$ cat src/rtl/fp_cmp_pred.sv
module fp_cmp_pred #(
  parameter int FUNC_W   = 6,
  parameter int CC_COUNT = 8
) (
  input  logic                clk,
  input  logic                rst_n,
  input  logic                cmp_valid,
  input  logic [FUNC_W-1:0]   cmp_func,
  input  logic [4:0]          cmp_fd,
  input  logic                rel_lt,
  input  logic                rel_eq,
  input  logic                rel_un,
  input  logic                any_snan,
  input  logic                inv_trap_en,
  output logic [CC_COUNT-1:0] cc_out,
  output logic                res_valid,
  output logic                res_true,
  output logic                inv_raise,
  output logic                inv_trap
);
  localparam int SEL_W = $clog2(CC_COUNT);

  logic [3:0]       op;
  logic             is_cmp, accept, lt_o, eq_o, pred, inv, trap;
  logic [SEL_W-1:0] sel;

  assign op     = cmp_func[3:0];
  assign is_cmp = (cmp_func[FUNC_W-1:4] == '1);
  assign accept = cmp_valid & is_cmp;

  assign lt_o = rel_lt & ~rel_un;
  assign eq_o = rel_eq & ~rel_un;
  assign pred = (op[0] & rel_un) | (op[1] & eq_o) | (op[2] & lt_o);

  assign inv  = (op[3] & rel_un) | any_snan;
  assign trap = inv & inv_trap_en;
  assign sel  = cmp_fd[2 +: SEL_W];

  always_ff @(posedge clk) begin
    if (!rst_n) begin
      cc_out    <= '0;
      res_valid <= 1'b0;
      res_true  <= 1'b0;
      inv_raise <= 1'b0;
      inv_trap  <= 1'b0;
    end else begin
      res_valid <= accept;
      res_true  <= accept & pred;
      inv_raise <= accept & inv;
      inv_trap  <= accept & trap;
      if (accept && !trap)
        cc_out[sel] <= pred;
    end
  end
endmodule

$ cat config.mk
export PLATFORM = sky130hd
export DESIGN_NAME = fp_cmp_pred
export DESIGN_NICKNAME = d
export VERILOG_FILES = /design/src/rtl/fp_cmp_pred.sv
export SDC_FILE = /design/constraint.sdc
export NUM_CORES = 1
export LEC_CHECK = 0
export ABC_CLOCK_PERIOD_IN_PS = 1690
export BUFFER_PORTS_ARGS = -buffer_cell sky130_fd_sc_hd__buf_2
export CORE_AREA = 10 10 47 49
export CTS_CLUSTER_DIAMETER = 80
export DETAILED_ROUTE_END_ITERATION = 16
export DIE_AREA = 0 0 57 59
export GPL_TIMING_DRIVEN = 0
export PLACE_DENSITY = 0.76
export SYNTH_ARGS = -nofsm -noshare
export SYNTH_HDL_FRONTEND = slang
export SYNTH_SLANG_ARGS = --single-unit
$ cat constraint.sdc
create_clock -name clk -period 1.69 [get_ports clk]
set_input_delay 0.169 -clock clk [delete_from_list [all_inputs] [get_ports clk]]
set_output_delay 0.169 -clock clk [all_outputs]
set_load 0.005 [all_outputs]
---- Yosys cells after proc, flatten, opt, wreduce, memory -nomap -nowiden ----
Index checks and enable logic that the tools add are counted.
operators by class
  order comparisons ....................... 2
  equal/unequal tests ..................... 1
  multiplexer cells ....................... 3
  bitwise gates (word level) .............. 15
  reduce and logical (&&, ||, !) cells .... 3
operators with widths
  kind                  number
  $and A1 B1 Y1         11
  $bwmux W8             1
  $lt A3 B4 Y1 const B  1
  $demux W1 S3          1
  $ge A3 B1 Y1 const B  1
  $or A1 B1 Y1          3
  $eq A2 B2 Y1 const B  1
  $logic_and A1 B1 Y1   2
  $logic_not A1 Y1      1
  $mux W1               1
  $not A1 Y1            1
word-level totals
  bits in registers ....................... 12
  input bits .............................. 19

---- Longest topological paths before layout ----
Gate-level depths: netlist (run 1).
  depth in word-level cells ............... 6
  depth in mapped cells ................... 4

---- Worst setup path before layout (run 1) ----
No wires, ideal clock.
  path type ............................... in2reg
  start ................................... input cmp_func[3]
  end ..................................... register cc_out[2]
  arrival time ............................ 1037 ps
  data required time ...................... 1615 ps
  path slack .............................. 578 ps
  cell stages on the path ................. 3
  path buffers ............................ 0
  cell sequence ........................... a21o_4 a2111oi_1 mux2i_1
on the way
  word-level cells in the longest chain between the ends .. 5
RTL lines
  what                            RTL line  source
  start: declaration              8         input logic [FUNC_W-1:0] cmp_func,
  $and A1 B1 Y1                   35        assign inv = (op[3] & rel_un) | any_snan;
  $or A1 B1 Y1                    35
  $and A1 B1 Y1                   36        assign trap = inv & inv_trap_en;
  $logic_not A1 Y1                51        if (accept && !trap)
  $logic_and A1 B1 Y1             51
  end signal: indexed assignment  52        cc_out[sel] <= pred;
  end: declaration                15        output logic [CC_COUNT-1:0] cc_out,
No other way between the ends.
A chain may end at the register's enable or synchronous reset.

---- Final worst setup path (run 1) ----
  start ................................... input rel_un
  end ..................................... register cc_out[6]
on the way
  word-level cells in the longest chain between the ends .. 6
  elaborated cells between the ends (all ways) .. 14
RTL lines
  what                       RTL line  source
  start: declaration         12        input logic rel_un,
  $not A1 Y1                 31, 32
  $and A1 B1 Y1              32        assign eq_o = rel_eq & ~rel_un;
  $and A1 B1 Y1              33        assign pred = (op[0] & rel_un) | (op[1] & eq_o) | (op[2] & lt_o);
  $or A1 B1 Y1 (2 in a row)  33
  $bwmux W8                  52
Several ways; a longest one is shown, not always the timed one.

==> metrics.md, run 1 <==
| Metric | Value |
|---|---|
| Top_reg_cell synth | dfxtp_1 |
| Clock skew | 0 ns |
| Dpl ws | 0.370 ns |
| Remaining Overflow, GRT | 0 |
| Min setup slack post-route | 0.666 ns |
| Finish-stage setup viols | 0 |
| Tightest Hold Check Type | input pin to flop |
| Pins over their slew limit | 0 |
| DRT iter0 DRCs | 11 |
| Slew Limit Headroom | 70.5% |
| Top cells by count, synth | dfxtp_1, nand2_1, mux2i_1, a2111oi_1 |
| Synth warn | 0 |
| Vias | 502 |
| Most frequent cell after synthesis | dfxtp_1 |
| Clk sinks | 12 |
| Port bufs | 27 |
| Synth top area share | 43.9% |
| Setup TNS | 0 ns |
| Final Hold Viols | 0 |
| RePlAce Congestion | 0.770 |
| Final #Nets | 103 |
| ANT cells | 0 |
| Lkg Pwr | 0.322 nW |
| DR DRC count | 0 |
| # resized after CTS | 0 |
| Largest net degree at the start of global routing | 11 |
| Arrival time at the worst endpoint | 1.23 ns |
| Clock root buffer | clkbuf_4 |
| Total GRT Usage | 8.64% |
| Met1 wire length | 565 um |
| Met3 WL post-DR | 162 um |
| Post-Syn Nets | 71 |
| Sequential share of the synthesized area | 43.9% |
| Clock tree buffer depth | 2 |
| Antenna violations before repair | 0 |
| Worst-path cell chain | buf_2, a21o_4, a2111oi_1, mux2i_1 |
| Reg clk slew, reported paths | 0.08 ns |
| Worst-Skew Late Latency | 0.28 ns |
| Top sig layer | met4 |
| Unrepaired setup endpoints after global routing | false |
| Number of H-tree levels | 1 |
| Met2 wire len | 620 um |
| Reg2reg start | cc_out[5]$_SDFFE_PN0P_ |
| Max Fclk | 976 MHz |
| Worst setup EP type | flop |
| IO Count | 31 |
| Post-DRT Antenna Nets | 0 |
| Hold buffers post-CTS | 0 |
| Pwr Total | 0.000584 W |
| Tmin final | 1.02 ns |
| Cells after Synth | 52 |
| Worst path required time | 1.90 ns |
| Post CTS Setup Buffer Count | 0 |
| Core area | 0.00140 sq mm |
| CP max FO | 9 |
| Post-DR wirelength/cell | 14.0 um |
| Avg Cell Area, Syn | 10.5 sq um |
| Row cnt | 14 |
| Post-synthesis cell type count | 18 |
| Worst Hold Slack | 0.195 ns |
| Reg-to-reg setup timing slack | 1.10 ns |
| Die X | 57 um |
| DP Wirelength | 1120 um |
| Post-Synthesis Cell Area | 547 sq um |
| Ys async rst share | 0% |
| Die area | 0.00336 sq mm |
| Synth area leader | dfxtp_1 |
| Crit path launch | rel_un |
| Vias per inst | 5.07 |
| Slowest stage cell, crit path | a2111oi_1 |
| FF+latch count, synth | 12 |
| Post-layout util | 52.7% |
| Final period util | 60.6% |
| CP Launch Type | input pin |
| Max VDD drop | 0.427 mV |
| Top post-synthesis cells by area | dfxtp_1, mux2i_1, a2111oi_1 |
| Share of cells above drive strength 1 | 43.4% |
| CTS Buf Count | 3 |
| Initial cell density of the core | 39.0% |
| CP Class | input pin to flop |
| Total iterations of the first detailed-routing run | 4 |
| Pwr/cell area | 792 mW/mm^2 |
| Syn-to-layout area delta | 35.0% |
| CTS tree | yes |
| Number of flops mapped to enable cells by yosys | 0 |
| Status | completed |
| First-pass GRT wire length | 2260 um |
| Die Y-Extent | 59 um |
| Crit-path max cell delay | 0.49 ns |
| Max-Cap Viols | 0 |
| Total Wirelength | 1380 um |
| Vias in the first global route | 529 |
| Worst slew pin tran | 0.441 ns |
| Min-Delay Startpoint | cmp_func[5] |
==> power breakdown <==
| group | switching, W | leakage, nW | internal [W] | total (W) |
|---|---|---|---|---|
| registers | 0.000000917 | 0.0969 | 0.000286 | 0.000286 |
| logic | 0.0000345 | 0.205 | 0.0000274 | 0.0000619 |
| clock network | 0.000105 | 0.0210 | 0.000131 | 0.000236 |
| total | 0.000140 | 0.322 | 0.000444 | 0.000584 |
==> layout by cell type (no fill, tap or decap), drive strengths merged <==
master   instances
a2111oi          8
a21o             1
a221o            1
and2             1
and3             1
buf             27
clkbuf           5
dfxtp           12
inv              2
mux2i            8
nand2            9
nand2b           1
nand3            2
nand4            1
nor2b            1
or2              1
or2b             2
==> area by class of cell <==
cell class,instances,area [sq um]
plain buffers,1,3.75
clock buffers,4,36.3
fillers,144,663
inverters,2,7.51
multi-input cells,37,295
flip-flops and latches,12,240
well taps,16,20.0
repair buffers,27,135
==> stage by stage <==
stage               instances  cell area, sq um
finish                     99               738
global route               99               738
CTS                        99               738
detailed placement         95               702
global placement           95               702
floorplan                  52               547
==> critical path: cells and delay by family <==
family | cells | cell delay, ns
mux | 1 | 0.23
compound gates | 2 | 0.72
buf+inv | 1 | 0.11
==> sequential cells by signal (all words and copies together), names as in the netlist <==
signal and cells:
cc_out 8, res_true 1, res_valid 1, inv_trap 1, inv_raise 1
==> cells by family after synthesis <==
family,count (synthesis),share of synthesized area (%)
flip-flops,12,43.9
AO/OA/AOI/OAI,10,20.4
buffers and inverters,3,2.06
AND/OR/NAND/NOR,19,19.0
multiplexers,8,14.6
==> final timing paths <==
path / to / cells past startpoint
worst max-delay path: cc_out[6]$_SDFFE_PN0P_ / 4
worst min-delay path: inv_raise$_SDFF_PN0_ / 3
worst max register to register: cc_out[5]$_SDFFE_PN0P_ / 2
worst min register to register: cc_out[1]$_SDFFE_PN0P_ / 2
==> per-layer routing <==
metal	vias up	track usage (%)
li1	258	-
met1	219	8.19
met2	20	13.6
met3	5	6.01
met4	0	5.03
met5	-	0
Power figures use the tool's default switching activity.
==> run 2, diff against run 1 <==
- ABC_CLOCK_PERIOD_IN_PS: 1690 -> 1000
- CORE_AREA: 10 10 47 49 -> unset
- CORE_MARGIN: unset -> 10
- CORE_UTILIZATION: unset -> 41
- DIE_AREA: 0 0 57 59 -> unset
- clock period: 1.69 -> 1 ns (I/O delays scaled with it)
==> run 2 against run 1 <==
  * Sequential share of layout area down 1.4 points
  * Die area decreased by 5.0%
  * First-iteration DRC count fell by 73%
  * Non-clock buffer count is the same
  * Combinational power is 100% higher
  * Clock skew is the same
  * Core utilization increased by 7.4 points
  * Hold slack worse by 0.069 ns
  * Global-route usage grew 0.50 points
  * Clock power rose by 65%
  * Sequential cell count unchanged
  * Via count rose by 4.2%
  * Critical path type unchanged
==> metrics.md, run 2 (synthesis results as in run 1) <==
| Metric | Value |
|---|---|
| Initial cell density of the core | 42.6% (was 39.0%) |
| Row cnt | 13 (was 14) |
| First-pass GRT wire length | 2390 um (was 2260 um) |
| Status | completed (unchanged) |
| Unrepaired setup endpoints after global routing | true (was false) |
| IO Count | 31 (unchanged) |
| Most flops, register | cc_out (unchanged) |
| Tightest Hold Check Type | input pin to flop (unchanged) |
| Syn-to-layout area delta | 41.2% (was 35.0%) |
| Worst path required time | 1.20 ns (was 1.90 ns) |
| Largest net degree at the start of global routing | 11 (unchanged) |
| CTS Buf Count | 3 (unchanged) |
| Switch share | 24.5% (was 24.0%) |
| Vias per inst | 5.34 (was 5.07) |
| Cell Int Power | 0.000752 W (was 0.000444 W) |
| Most common cell after layout, fill and taps aside | buf_2 (unchanged) |
| Arrival time at the worst endpoint | 1.14 ns (was 1.23 ns) |
| Max-Cap Viols | 0 (unchanged) |
| Number of H-tree levels | 1 (unchanged) |
| Clock tree buffer depth | 2 (unchanged) |
| Vias | 523 (was 502) |
| Dpl cells | 94 (was 95) |
| Antenna violations before repair | 0 (unchanged) |
| Remaining Overflow, GRT | 0 (unchanged) |
| Die X | 56.5 um (was 57 um) |
| DRT iter0 DRCs | 3 (was 11) |
| Total GRT Usage | 9.14% (was 8.64%) |
| Non-Filler Instances | 98 (was 99) |
| Max Fclk | 1060 MHz |
| Vias in the first global route | 570 (was 529) |
| Worst slew pin tran | 0.420 ns (was 0.441 ns) |
| Final #Nets | 103 (unchanged) |
| Share of cells above drive strength 1 | 51.8% (was 43.4%) |
| Combinational Power Share | 12.4% (was 10.6%) |
| Clock share of power | 39.0% (was 40.4%) |
| RePlAce Congestion | 0.850 (was 0.770) |
| Worst Hold Slack | 0.126 ns (was 0.195 ns) |
| Total Wirelength | 1530 um (was 1380 um) |
| ANT cells | 0 (unchanged) |
| DP Wirelength | 1130 um (was 1120 um) |
| Post-DR wirelength/cell | 15.6 um (was 14.0 um) |
| Post-layout util | 60.1% (was 52.7%) |
| Clk sinks | 12 (unchanged) |
| Worst-Skew Late Latency | 0.27 ns (was 0.28 ns) |
| Pwr/cell area | 1290 mW/mm^2 (was 792 mW/mm^2) |
| Lkg Pwr | 0.325 nW (was 0.322 nW) |
| Pins over their slew limit | 0 (unchanged) |
| P_sw | 0.000245 W (was 0.000140 W) |
| Fillers | 117 (was 144) |
| Most frequent cells in the layout | buf_2, dfxtp_1, nand2_1, a2111oi_2, mux2i_1 (was buf_2, dfxtp_1, nand2_1, mux2i_1, a2111oi_1) |
| Final Hold Viols | 0 (unchanged) |
| Sequential fraction of design power | 48.6% (was 49.0%) |
| Slew Limit Headroom | 72.0% (was 70.5%) |
| DR DRC count | 0 (unchanged) |
| Clock skew | 0 ns (unchanged) |
| Port bufs | 27 (unchanged) |
| Hold buffers post-CTS | 0 (unchanged) |
| CP Launch Type | input pin (unchanged) |
| Clock root buffer | clkbuf_4 (unchanged) |
| Tmin final | 0.940 ns |
| Post-DRT Antenna Nets | 0 (unchanged) |
| Reg clk slew, reported paths | 0.08 ns (about the same) |
| Total iterations of the first detailed-routing run | 2 (was 4) |
| CP max FO | 9 (unchanged) |
| CP Class | input pin to flop (unchanged) |
| Post CTS Setup Buffer Count | 0 (unchanged) |
| Final period util | 94.0% |
| Die Y-Extent | 56.5 um (was 59 um) |
| Finish-stage setup viols | 0 (unchanged) |
| CTS tree | yes (unchanged) |
| Core area | 0.00128 sq mm (was 0.00140 sq mm) |
| Worst setup EP type | flop (unchanged) |
| Die area | 0.00319 sq mm (was 0.00336 sq mm) |
| Flip-flop count of the largest register after layout | 8 (unchanged) |
| Max VDD drop | 0.713 mV (was 0.427 mV) |
[run 2: changes by cell type in the layout (fill, tap and decap cells not counted)]
cell	delta
a2111oi_1	-7
a2111oi_2	+7
[run 2: routing by layer]
layer  track usage (%)  wire length [um]  vias to the layer above
met5                 0                 0                        -
met4              4.12                22                        0
li1                  -                 -                      258
met1              8.86               637                      241
met3              4.27               118                        4
met2              16.0               749                       20
[run 2: final timing paths]
kind | slack [ns] | end | cells past startpoint | from
max | 0.06 | cc_out[0]$_SDFFE_PN0P_ | 4 | rel_un
min | 0.13 | inv_raise$_SDFF_PN0_ | 3 | cmp_func[5]
max reg2reg | 0.40 | cc_out[6]$_SDFFE_PN0P_ | 2 | cc_out[6]$_SDFFE_PN0P_
min reg2reg | 0.46 | cc_out[0]$_SDFFE_PN0P_ | 2 | cc_out[0]$_SDFFE_PN0P_
[run 2: power groups by stage]
stage,combinational (W),sequential [W],clock [W]
6_report,0.000124,0.000484,0.000389
5_1_grt,0.000137,0.000485,0.000428
4_1_cts,0.000111,0.000484,0.000399
3_5_place_dp,0.000107,0.000495,0
3_3_place_gp,0.000104,0.000495,0
2_1_floorplan,0.0000479,0.000496,0
[run 2: final cells by class]
cell class,instances,area (sq um),area share (%)
tap,15,18.8,2.43
sequential,12,240,31.1
multi-input combinational,37,330,42.8
timing repair buffer,27,135,17.5
inverter,2,7.51,0.972
buffer,1,3.75,0.486
clock buffer,4,36.3,4.70
[run 2: through the flow]
step / setup slack [ns] / power (W) / area, sq um / setup TNS, ns
after detailed placement: -0.324 / 0.000603 / 701 / -1.87
final: 0.0602 / 0.000997 / 772 / 0
after CTS: 0.0221 / 0.000994 / 742 / 0
after floorplan: -0.0425 / 0.000544 / 547 / -0.298
after global placement: -0.250 / 0.000599 / 701 / -1.72
after global routing: -0.0393 / 0.00105 / 772 / -0.0431
[run 2: critical path, stage by stage]
cell and delay, ns:
buf_2 0.11, a21o_4 0.25, a2111oi_2 0.45, mux2i_1 0.23
[run 2: timing repair]
action	in CTS	in global routing
gates cloned	0	0
gates resized for setup	1	6
endpoints found under the setup margin	1	5
==> run 3, diff against run 2 <==
- REMOVE_ABC_BUFFERS: unset -> 1
==> run 3 against run 2 <==
  * Sequential cell count unchanged
  * Clock skew unchanged
  * First-iteration DRC count grew to 4.7 times the previous value
  * Non-clock buffer count unchanged
  * Critical path type unchanged
  * Combinational power fell by 8%
  * Sequential power about the same
  * Clock power is essentially flat
  * Maximum frequency is 1.4% lower
  * Power down 0.95%
  * Worst setup slack lost 0.013 ns
==> metrics.md, run 3 (synthesis results as in run 1) <==
| Metric | Value |
|---|---|
| Final period util | 95.3% (was 94.0%) |
| Pwr/cell area | 1310 mW/mm^2 (was 1290 mW/mm^2) |
| Reg-to-reg setup timing slack | 0.40 ns (about the same) |
| CP Class | input pin to flop (unchanged) |
| Vias in the first global route | 533 (was 570) |
| Finish-stage setup viols | 0 (unchanged) |
| Crit-path max cell delay | 0.46 ns (was 0.45 ns) |
| Post-layout util | 58.6% (was 60.1%) |
| Worst setup EP type | flop (unchanged) |
| Critical Path Sink | cc_out[7]$_SDFFE_PN0P_ (was cc_out[0]$_SDFFE_PN0P_) |
| Max VDD drop | 0.655 mV (was 0.713 mV) |
| Hold buffers post-CTS | 0 (unchanged) |
| CP max FO | 9 (unchanged) |
| Share of cells above drive strength 1 | 48.2% (was 51.8%) |
| RePlAce Congestion | 0.846 (was 0.850) |
| Core area | 0.00128 sq mm (unchanged) |
| Pins over their slew limit | 0 (unchanged) |
| Slowest stage cell, crit path | a2111oi_1 (was a2111oi_2) |
| DR DRC count | 0 (unchanged) |
| Largest net degree at the start of global routing | 11 (unchanged) |
| Total Wirelength | 1420 um (was 1530 um) |
| Stages on worst setup path | 4 (unchanged) |
| Remaining Overflow, GRT | 0 (unchanged) |
| Min setup slack post-route | 0.0470 ns (was 0.0602 ns) |
| Clk sinks | 12 (unchanged) |
| Total GRT Usage | 8.83% (was 9.14%) |
| Worst path required time | 1.20 ns (about the same) |
| WP buf/inv | 1 (unchanged) |
| Delay-heaviest family, CP | compound AO/OA/AOI/OAI gates (unchanged) |
| Antenna violations before repair | 0 (unchanged) |
| Setup TNS | 0 ns (unchanged) |
| Die X | 56.5 um (unchanged) |
| Port bufs | 28 (was 27) |
| Row cnt | 13 (unchanged) |
| Clock skew | 0 ns (unchanged) |
| DP Wirelength | 1090 um (was 1130 um) |
| Number of H-tree levels | 1 (unchanged) |
| Vias per inst | 5.21 (was 5.34) |
| Syn-to-layout area delta | 37.8% (was 41.2%) |
| Arrival time at the worst endpoint | 1.15 ns (was 1.14 ns) |
| Clock root buffer | clkbuf_4 (unchanged) |
| Slew Limit Headroom | 72.6% (was 72.0%) |
| Flip-flop count of the largest register after layout | 8 (unchanged) |
| Worst-Skew Late Latency | 0.27 ns (about the same) |
| Most flops, register | cc_out (unchanged) |
| Max-Cap Viols | 0 (unchanged) |
| Tightest Hold Check Type | input pin to flop (unchanged) |
| CTS Buf Count | 3 (unchanged) |
| Post-DRT Antenna Nets | 0 (unchanged) |
| Clock tree buffer depth | 2 (unchanged) |
| Unrepaired setup endpoints after global routing | true (unchanged) |
| Reg2reg start | cc_out[7]$_SDFFE_PN0P_ (was cc_out[6]$_SDFFE_PN0P_) |
| R2R Path End | cc_out[7]$_SDFFE_PN0P_ (was cc_out[6]$_SDFFE_PN0P_) |
| First-pass GRT wire length | 2300 um (was 2390 um) |
| ANT cells | 0 (unchanged) |
| Max Fclk | 1050 MHz (was 1060 MHz) |
| Dpl ws | -0.276 ns (was -0.324 ns) |
| # resized after CTS | 0 (was 1) |
| Worst slew pin tran | 0.410 ns (was 0.420 ns) |
| Die Y-Extent | 56.5 um (unchanged) |
| Final #Nets | 103 (unchanged) |
| Status | completed (unchanged) |
| Total iterations of the first detailed-routing run | 4 (was 2) |
| Initial cell density of the core | 42.6% (unchanged) |
| Most common cell after layout, fill and taps aside | buf_2 (unchanged) |
| Die area | 0.00319 sq mm (unchanged) |
| Reg clk slew, reported paths | 0.08 ns (about the same) |
| Final Hold Viols | 0 (unchanged) |
| CTS tree | yes (unchanged) |
| Most frequent cells in the layout | buf_2, dfxtp_1, nand2_1, mux2i_1 (was buf_2, dfxtp_1, nand2_1, a2111oi_2, mux2i_1) |
| Post CTS Setup Buffer Count | 0 (unchanged) |
| Post-DR wirelength/cell | 14.5 um (was 15.6 um) |
| Crit path launch | rel_un (unchanged) |
| Tmin final | 0.953 ns (was 0.940 ns) |
| Lkg Pwr | 0.326 nW (was 0.325 nW) |
| Worst-path cell chain | buf_2, a21o_4, a2111oi_1, mux2i_1 (was buf_2, a21o_4, a2111oi_2, mux2i_1) |
| CP Launch Type | input pin (unchanged) |
| Pwr Total | 0.000987 W (was 0.000997 W) |
| R2R cell count | 2 (unchanged) |
| Vias | 511 (was 523) |
| IO Count | 31 (unchanged) |
| DRT iter0 DRCs | 14 (was 3) |
run 3: cell type report:
type | count | area, sq um
Tap cell | 15 | 18.8
Fill cell | 118 | 532
Multi-Input combinational cell | 37 | 310
Timing Repair Buffer | 28 | 140
Inverter | 2 | 7.51
Clock buffer | 4 | 36.3
Sequential cell | 12 | 240
run 3: routing by layer:
| metal | global-route usage, % | vias to the layer above | wire (um) | share of wire (%) |
|---|---|---|---|---|
| met1 | 9.25 | 231 | 603 | 42 |
| met2 | 14.1 | 20 | 665 | 47 |
| met5 | 0 | - | 0 | 0 |
| li1 | - | 256 | - | - |
| met3 | 4.04 | 4 | 127 | 8.9 |
| met4 | 5.15 | 0 | 25 | 1.8 |
run 3: power by group:
group / switching, W / internal [W]
clock network: 0.000167 / 0.000222
registers: 0.00000162 / 0.000482
logic: 0.0000661 / 0.0000478
run 3: how the worst min path moves through the flow:
stage | start | to | slack (ns) | cells past startpoint
2_1_floorplan | inv_trap_en | inv_trap$_SDFF_PN0_ | 0.22 | 1
3_3_place_gp | cmp_func[5] | inv_raise$_SDFF_PN0_ | 0.42 | 3
3_5_place_dp | cmp_func[5] | inv_raise$_SDFF_PN0_ | 0.42 | 3
4_1_cts | cmp_func[5] | inv_raise$_SDFF_PN0_ | 0.13 | 3
5_1_grt | cmp_func[5] | inv_raise$_SDFF_PN0_ | 0.15 | 3
6_report | cmp_func[5] | inv_raise$_SDFF_PN0_ | 0.13 | 3
run 3: tightest hold or removal path, stage by stage:
cell     delay, ns
buf_2         0.11
nand4_1       0.10
nor2b_2       0.05
run 3: stage by stage:
| stage | area [sq um] | hold WS, ns | std cells |
|---|---|---|---|
| 6_report | 753 | 0.126 | 98 |
| 5_1_grt | 753 | 0.153 | 98 |
| 4_1_cts | 738 | 0.128 | 98 |
| 3_5_place_dp | 702 | 0.418 | 94 |
| 3_3_place_gp | 702 | 0.416 | 94 |
| 2_1_floorplan | 543 | 0.222 | 51 |
